### src/rtl/rtsf_pkg.sv
package rtsf_pkg;
  localparam int unsigned TA_W   = 5;
  localparam int unsigned FLAG_W = 4;

  typedef struct packed {
    logic busy;
    logic ssf;
    logic dbca;
    logic tf;
  } host_flags_t;

  typedef struct packed {
    logic [TA_W-1:0] rt_addr;
    logic            msg_err;
    logic            instr;
    logic            srq;
    logic [2:0]      rsvd;
    logic            bcast;
    logic            busy;
    logic            ssf;
    logic            dbca;
    logic            tf;
  } status_word_t;
endpackage

### src/rtl/rtsf_host_flags.sv
module rtsf_host_flags
  import rtsf_pkg::*;
#(
  parameter int unsigned           ADDR_W    = 4,
  parameter logic [ADDR_W-1:0]     FLAG_ADDR = 'h5
) (
  input  logic              clk,
  input  logic              rst_n,
  input  logic              wr_en,
  input  logic [ADDR_W-1:0] addr,
  input  host_flags_t       wdata,
  input  logic              clr_ssf,
  output host_flags_t       flags_q
);
  logic        hit;
  logic        flags_en;
  host_flags_t flags_d;

  always_comb begin
    hit      = wr_en && (addr == FLAG_ADDR);
    flags_en = hit || clr_ssf;
    flags_d  = flags_q;
    if (hit)     flags_d     = wdata;
    if (clr_ssf) flags_d.ssf = 1'b0;
  end

  always_ff @(posedge clk or negedge rst_n) begin
    if (!rst_n)        flags_q <= '0;
    else if (flags_en) flags_q <= flags_d;
  end

  // automatic clear beats any simultaneous host write
  assert_autoclr_wins_R9: assert property (@(posedge clk) disable iff (!rst_n)
    clr_ssf |=> !flags_q.ssf);

  // register holds when neither a matching write nor a clear occurs
  assert_flags_hold_R2: assert property (@(posedge clk) disable iff (!rst_n)
    (!hit && !clr_ssf) |=> $stable(flags_q));
endmodule

### src/rtl/rtsf_cmd_decode.sv
module rtsf_cmd_decode #(
  parameter int unsigned SA_W      = 5,
  parameter int unsigned CODE_W    = 5,
  parameter int unsigned VEC_CODE  = 16,
  parameter bit          SA_HI_MODE = 1'b1
) (
  input  logic              tx,
  input  logic [SA_W-1:0]   subaddr,
  input  logic [CODE_W-1:0] code,
  output logic              is_mode,
  output logic              data_expected,
  output logic              is_vec_word
);
  localparam logic [CODE_W-1:0] VEC_VAL = CODE_W'(VEC_CODE);

  generate
    if (SA_HI_MODE) begin : g_two_mode_sa
      assign is_mode = (subaddr == '0) || (subaddr == '1);
    end else begin : g_one_mode_sa
      assign is_mode = (subaddr == '0);
    end
  endgenerate

  // upper half of the mode-code space carries a data word on transmit
  assign data_expected = tx && (!is_mode || code[CODE_W-1]);
  assign is_vec_word   = tx && is_mode && (code == VEC_VAL);

  // the vector-word command is always a data-bearing transmit
  always_comb begin
    if (is_vec_word) assert_vec_has_data_R8: assert (data_expected);
  end
endmodule

### src/rtl/rtsf_status_latch.sv
module rtsf_status_latch
  import rtsf_pkg::*;
(
  input  logic            clk,
  input  logic            rst_n,
  input  logic            cmd_valid,
  input  host_flags_t     flags,
  input  logic            desc_busy,
  input  logic            ss_pin,
  input  logic            ssf_clearing,
  input  logic            data_expected,
  input  logic            busy_irq_en,
  input  logic [TA_W-1:0] term_addr,
  input  logic            msg_err,
  input  logic            instr,
  input  logic            srq,
  input  logic            bcast,
  output status_word_t    status_q,
  output logic            suppress_q,
  output logic            was_busy_q,
  output logic            irq_wb_q
);
  status_word_t status_d;
  logic         busy_now;
  logic         suppress_d;
  logic         irq_wb_d;

  always_comb begin
    busy_now         = flags.busy || desc_busy;
    status_d         = '0;
    status_d.rt_addr = term_addr;
    status_d.msg_err = msg_err;
    status_d.instr   = instr;
    status_d.srq     = srq;
    status_d.bcast   = bcast;
    status_d.busy    = busy_now;
    status_d.ssf     = ss_pin || (flags.ssf && !ssf_clearing);
    status_d.dbca    = flags.dbca;
    status_d.tf      = flags.tf;
    suppress_d       = data_expected && (busy_now || flags.tf);
    irq_wb_d         = busy_now && busy_irq_en;
  end

  always_ff @(posedge clk or negedge rst_n) begin
    if (!rst_n) begin
      status_q   <= '0;
      suppress_q <= 1'b0;
      was_busy_q <= 1'b0;
      irq_wb_q   <= 1'b0;
    end else if (cmd_valid) begin
      status_q   <= status_d;
      suppress_q <= suppress_d;
      was_busy_q <= busy_now;
      irq_wb_q   <= irq_wb_d;
    end
  end

  assert_global_busy_R3: assert property (@(posedge clk) disable iff (!rst_n)
    (cmd_valid && flags.busy) |=> status_q.busy);

  assert_no_data_no_suppress_R5: assert property (@(posedge clk) disable iff (!rst_n)
    (cmd_valid && !data_expected) |=> !suppress_q);

  assert_irq_needs_busy_R6: assert property (@(posedge clk) disable iff (!rst_n)
    irq_wb_q |-> was_busy_q);

  assert_pin_forces_ssf_R7: assert property (@(posedge clk) disable iff (!rst_n)
    (cmd_valid && ss_pin) |=> status_q.ssf);

  assert_status_held_R12: assert property (@(posedge clk) disable iff (!rst_n)
    !cmd_valid |=> ($stable(status_q) && $stable(suppress_q)));
endmodule

### src/rtl/rt_status_ctrl.sv
module rt_status_ctrl
  import rtsf_pkg::*;
#(
  parameter int unsigned           ADDR_W    = 4,
  parameter logic [ADDR_W-1:0]     FLAG_ADDR = 'h5,
  parameter int unsigned           SA_W      = 5,
  parameter int unsigned           CODE_W    = 5,
  parameter int unsigned           VEC_CODE  = 16
) (
  input  logic              clk,
  input  logic              rst_n,
  input  logic              host_wr_en,
  input  logic [ADDR_W-1:0] host_addr,
  input  logic [FLAG_W-1:0] host_wdata,
  output logic [FLAG_W-1:0] host_rdata,
  input  logic              ss_fail_pin,
  input  logic              cfg_mc_opt,
  input  logic              cfg_busy_irq_en,
  input  logic              cmd_valid,
  input  logic              cmd_tx,
  input  logic [SA_W-1:0]   cmd_subaddr,
  input  logic [CODE_W-1:0] cmd_code,
  input  logic              desc_busy,
  input  logic [TA_W-1:0]   term_addr,
  input  logic              stat_msg_err,
  input  logic              stat_instr,
  input  logic              stat_srq,
  input  logic              stat_bcast,
  output logic [15:0]       status_word,
  output logic              suppress_data,
  output logic              was_busy,
  output logic              irq_was_busy
);
  host_flags_t  flags_q;
  status_word_t status_q;
  logic         is_mode;
  logic         data_expected;
  logic         is_vec_word;
  logic         clr_ssf;

  assign clr_ssf = cmd_valid && is_vec_word && !cfg_mc_opt;

  rtsf_cmd_decode #(
    .SA_W(SA_W), .CODE_W(CODE_W), .VEC_CODE(VEC_CODE), .SA_HI_MODE(1'b1)
  ) u_decode (
    .tx(cmd_tx), .subaddr(cmd_subaddr), .code(cmd_code),
    .is_mode(is_mode), .data_expected(data_expected), .is_vec_word(is_vec_word)
  );

  rtsf_host_flags #(.ADDR_W(ADDR_W), .FLAG_ADDR(FLAG_ADDR)) u_flags (
    .clk(clk), .rst_n(rst_n), .wr_en(host_wr_en), .addr(host_addr),
    .wdata(host_flags_t'(host_wdata)), .clr_ssf(clr_ssf), .flags_q(flags_q)
  );

  rtsf_status_latch u_latch (
    .clk(clk), .rst_n(rst_n), .cmd_valid(cmd_valid), .flags(flags_q),
    .desc_busy(desc_busy), .ss_pin(ss_fail_pin), .ssf_clearing(clr_ssf),
    .data_expected(data_expected), .busy_irq_en(cfg_busy_irq_en),
    .term_addr(term_addr), .msg_err(stat_msg_err), .instr(stat_instr),
    .srq(stat_srq), .bcast(stat_bcast), .status_q(status_q),
    .suppress_q(suppress_data), .was_busy_q(was_busy), .irq_wb_q(irq_was_busy)
  );

  assign host_rdata  = flags_q;
  assign status_word = status_q;

  // a mode code below the data half never gets its data suppressed
  assert_low_mode_no_suppress_R11: assert property (@(posedge clk) disable iff (!rst_n)
    (cmd_valid && is_mode && !cmd_code[CODE_W-1]) |=> !suppress_data);
endmodule

### config.mk
export PLATFORM = sky130hd
export DESIGN_NAME = rt_status_ctrl
export DESIGN_NICKNAME = d
export VERILOG_FILES = /design/src/rtl/rtsf_pkg.sv /design/src/rtl/rtsf_host_flags.sv /design/src/rtl/rtsf_cmd_decode.sv /design/src/rtl/rtsf_status_latch.sv /design/src/rtl/rt_status_ctrl.sv
export SDC_FILE = /design/constraint.sdc
export NUM_CORES = 1
export LEC_CHECK = 0
export ABC_AREA = 1
export BUFFER_PORTS_ARGS = -buffer_cell sky130_fd_sc_hd__buf_2
export CAP_MARGIN = 5
export CORE_AREA = 5 5 57 59
export CTS_CLUSTER_DIAMETER = 40
export CTS_CLUSTER_SIZE = 8
export DETAILED_ROUTE_END_ITERATION = 10
export DIE_AREA = 0 0 62 64
export PLACE_DENSITY = 0.66
export SLEW_MARGIN = 0
export SYNTH_ARGS = -nofsm -noshare
export SYNTH_HDL_FRONTEND = slang
export SYNTH_SLANG_ARGS = --single-unit
### constraint.sdc
create_clock -name clk -period 3.3 [get_ports clk]
set_clock_uncertainty 0.2 [all_clocks]
set_input_delay 0.33 -clock clk [delete_from_list [all_inputs] [get_ports clk]]
set_output_delay 0.33 -clock clk [all_outputs]
set_load 0.03 [all_outputs]
# ---- Word-level counts from Yosys, hierarchy flattened
# Cells that the tools add are included.
# Widths: inputs -> output; s select.
dict set report word_totals {
  latchBits 0
  mem_bits_rw 0
  rom_bits 0
  ff_bits 19
  mem_count 0
  out_inout_bits 23
}
dict set report classes {
  shift 0
  reduce_logical 22
  magnitude_cmp 0
  n_eq_ne 3
  div 0
  add_sub_neg 0
  bitwise_logic 0
  n_mul 0
  n_mux 2
}
# operator count
set op_table {}
lappend op_table {{$eq 5x5->1 const B} 2}
lappend op_table {{$logic_and 1x1->1} 9}
lappend op_table {{$logic_or 1x1->1} 6}
lappend op_table {{$logic_not 5->1} 1}
lappend op_table {{$eq 4x3->1 const B} 1}
lappend op_table {{$reduce_and 2->1} 2}
lappend op_table {{$logic_not 1->1} 3}
lappend op_table {{$mux 3} 1}
lappend op_table {{$reduce_bool 2->1} 1}
lappend op_table {{$mux 1} 1}

# ---- Logic depth before layout (Yosys ltp)
dict set report depth {
  depth_word 9
  ltp_mapped 7
}

# ---- Modules after synthesis
# From an unflattened synthesis, not the netlist that was laid out.
dict set report hier_totals {
  hier_cells 122
  area_unflattened_um2 937.1
}
# mod instances cells_per_inst area_each_um2
set by_module_without_submodules {}
lappend by_module_without_submodules {rtsf_status_latch 1 76 638.1}
lappend by_module_without_submodules {rtsf_host_flags 1 27 209.0}
lappend by_module_without_submodules {rtsf_cmd_decode 1 17 80.1}
lappend by_module_without_submodules {rt_status_ctrl 1 2 10.0}

# ---- Worst setup path after synthesis
# Ideal clock, no wire load.
dict set report synth_timing {
  path_kind {reg-to-reg}
  start {register, netlist name u_flags.flags_q[3]}
  end {register u_latch.suppress_q}
  synth_period_minus_slack_ns 1.269
  path_slack_ns 2.031
  n_path_buf 0
  arrival_time_ns 0.948
  path_stages_with_launch 6
  t_required_ns 2.979
  cell_sequence {dfrtp_1 or2_1 nand2_1 nand2_1 nand2_1 o21ai_1}
}
dict set report synth_between {
  elab_chain_len 3
}
# item line_no
set synth_lines {}
lappend synth_lines {{$logic_or 1x1->1} rtsf_status_latch.sv:29} ;# busy_now = flags.busy || desc_busy;
lappend synth_lines {{$logic_or 1x1->1} rtsf_status_latch.sv:40} ;# suppress_d = data_expected && (busy_now || flags.tf);
lappend synth_lines {{$logic_and 1x1->1} rtsf_status_latch.sv:40}
lappend synth_lines {{end signal: assignment} rtsf_status_latch.sv:52} ;# suppress_q <= suppress_d;
lappend synth_lines {{end: declaration} rtsf_status_latch.sv:19} ;# output logic suppress_q,
# Every way passes these cells.
# A chain may end at the register's enable or synchronous reset.

# ---- Worst setup path after layout
dict set report layout_timing {
  start {register, netlist name u_flags.flags_q[2]}
  end {output port host_rdata[2]}
}
# item line_no
set layout_rtl {}
lappend layout_rtl {{end: declaration} rt_status_ctrl.sv:15} ;# output logic [FLAG_W-1:0] host_rdata,
# No word-level cell between the ends.

==> out/results.ini <==
[cts]
cts_buffer_depth=2
cts_max_level=1
cts.hold.buffers_added=1
post-cts-setup-buffers=0
clock_latency_ns=0.29
cts-root-buf=clkbuf_4
cts-resized-gates=0
cts_tree=yes
clk_pin_slew_worst_paths_ns=0.10
numCtsBuffers=3
clock-sinks=19

[global_routing]
grtUsageTotal_pct=11.78
grt_pass1_vias=884
antenna_found_initial=0
overflow=0
use_met1_pct=14.04
grt_pass1_wl_mm=3.539
met2_usage_pct=18.39
grt_max_degree=20
use_met3_pct=4.225
grt_most_used_layer=met2

[synth]
syn_inst=115
yosysWarnings=0
yosysTopAreaCellShare_pct=53.82
ys_top_cells_by_area=dfrtp_1 54%, nand2_1 23%, buf_4 5.1%
avgSynthCellArea_um2=7.681
synth_cell_type_count=13
yosysMostFrequentCell=nand2_1
synthArstFlopShare_pct=100.0
synth_commonest_cells=55 x nand2_1, 19 x dfrtp_1, 10 x nor2_1
synth_edf_count=0
synth_seq_cells=19
synth_area_leader_cell=dfrtp_1
synthFlopType=dfrtp_1
ys_seq_area_share_pct=53.82
synth_area_um2=883.3

[run_status]
status=complete, no violations

[cells_and_area]
drive_gt1_share_pct=37.28
fin_nets=206
antennaDiodeCount=0
layout-area-overhead-vs-synth_pct=34.42
fin_cells=200

[critical_path]
critPathArrivalTime_ns=0.90
worstPathMaxFanout=3
cpPeakStageDelay_ns=0.39
r2r_start=u_flags.flags_q[3]
critPathSlowestCell=dfrtp_1
reg2reg_slack_ns=2.10
startpoint_type=flip-flop
path_buf_inv=1
path_cells=buf_2
path_delay_family=flip-flops
reg2reg_depth=5
cp.required_ns=2.77
path_class=flip-flop to output pin
timing.rr.end=u_latch.suppress_q
end_kind=output pin

[drt]
vias_per_cell=4.365
dr.pass1.iters=4
ant_nets=0
vias=873
drt_iter0_markers=54
drc=0
wl_mm=2.239
routedWlPerCell_um=11.20

[pwr]
comb_power_share_pct=31.0
vdd_drop_max_mv=0.2378
cell_internal_pwr_w=0.0003644
power_frac_seq_pct=49.0
powerDensity_nw_per_um2=485.6
power_w=0.0005765
clkPwrFrac_pct=19.9
p_leak_nw=0.7401
swShare_pct=36.80
switchingPower_w=0.0002122

[floorplanning]
num_rows=19
ios=59
die_area_um2=3968
die_w_um=62
core_um2=2663
start_util_pct=33.18
dieHeight_um=64

[sta]
rsz0062_at_grt=no
setup_viol=0
slew_viol_final=0
hold_violations=0
fin_crit_sh_pct=43.30
max_freq_ghz=0.6998
finalCriticalPeriod_ns=1.429
fin_tns_setup_ns=0

[run]
drv_cap=0

[placement]
hpwl_mm=1.800
globalplace.congestion=0.8134
place.port_buffers=55
dp.cells=195

[min_path]
worstHoldStart=term_addr[4]
worst_hold_path.endpoint=u_latch.status_q[15]
min_path_cells=3
hold_path_class=input port to flip-flop

==> layout by cell type, fill, tap and decap left out, drive strengths merged <==
cell type	netlist	routed
buf	8	55
or2	1	1
clkinv	0	1
nand3	2	2
nand2	55	55
clkbuf	0	3
dlygate4sd3	0	1
dfrtp	19	19
nand4	1	1
nor2	10	10
conb	1	3
inv	11	11
a21oi	2	2
o21ai	5	5
==> final cells by class <==
type	count	area, µm²
fillers	284	1475
flip-flops and latches	19	475.5
multi-input cells	79	319.1
repair buffers	56	285.3
inverters	11	41.29
well taps	31	38.79
clock buffers	3	22.52
clock inverters	1	5.005
==> cells by family (layout without fill, tap and decap cells) <==
kind of cell	Yosys count	in the layout	synth area share, %
buffers and inverters	19	71	10.91
AOI/OAI and AO/OA	7	7	3.966
other	1	3	0.4245
DFF	19	19	53.82
and+or+nand+nor	69	69	30.88
==> through the flow <==
step	cell area, µm²	hold WS, ns	utilization, %	worst slack [ns]
floorplan	890.9	-0.1656	-	2.031
global placement	1150	0.08276	43.19	1.814
detailed placement	1150	0.09204	43.19	1.766
CTS	1187	0.01883	44.60	1.842
global route	1187	0.04209	44.60	1.809
finish	1187	0.03579	44.60	1.871
==> flip-flops by register name, summed over array words and instances (netlist names) <==
signal and count:
u_flags.flags_q 4, u_latch.irq_wb_q 1, u_latch.status_q 13, u_latch.suppress_q 1
==> worst min-delay path, stage by stage <==
cell and delay, ns:
buf_2 0.08, nand2_1 0.04, nand2_1 0.05
==> power groups by stage <==
stage               sequential [W]  clock, W  combinational, W
floorplan                 0.000336         0         0.0000716
global placement          0.000287         0          0.000178
detailed placement        0.000287         0          0.000180
CTS                       0.000283  0.000124          0.000181
global route              0.000287  0.000128          0.000197
finish                    0.000283  0.000115          0.000179
==> routing by layer <==
layer / share of wire, % / up-vias
met5: 0 / -
met4: 1.1 / 0
met3: 16 / 4
met2: 43 / 49
met1: 40 / 376
li1: - / 444
==> how the worst max path moves through the flow <==
stage | from | end | slack (ns) | cells past startpoint
finish | u_flags.flags_q[2] | host_rdata[2] | 1.87 | 1
global route | u_flags.flags_q[0] | host_rdata[0] | 1.81 | 1
CTS | u_flags.flags_q[0] | host_rdata[0] | 1.84 | 1
detailed placement | cmd_valid | u_latch.status_q[2] | 1.77 | 8
global placement | cmd_valid | u_latch.status_q[2] | 1.81 | 8
floorplan | u_flags.flags_q[3] | u_latch.suppress_q | 2.03 | 5
Power figures use the tool's default switching activity.
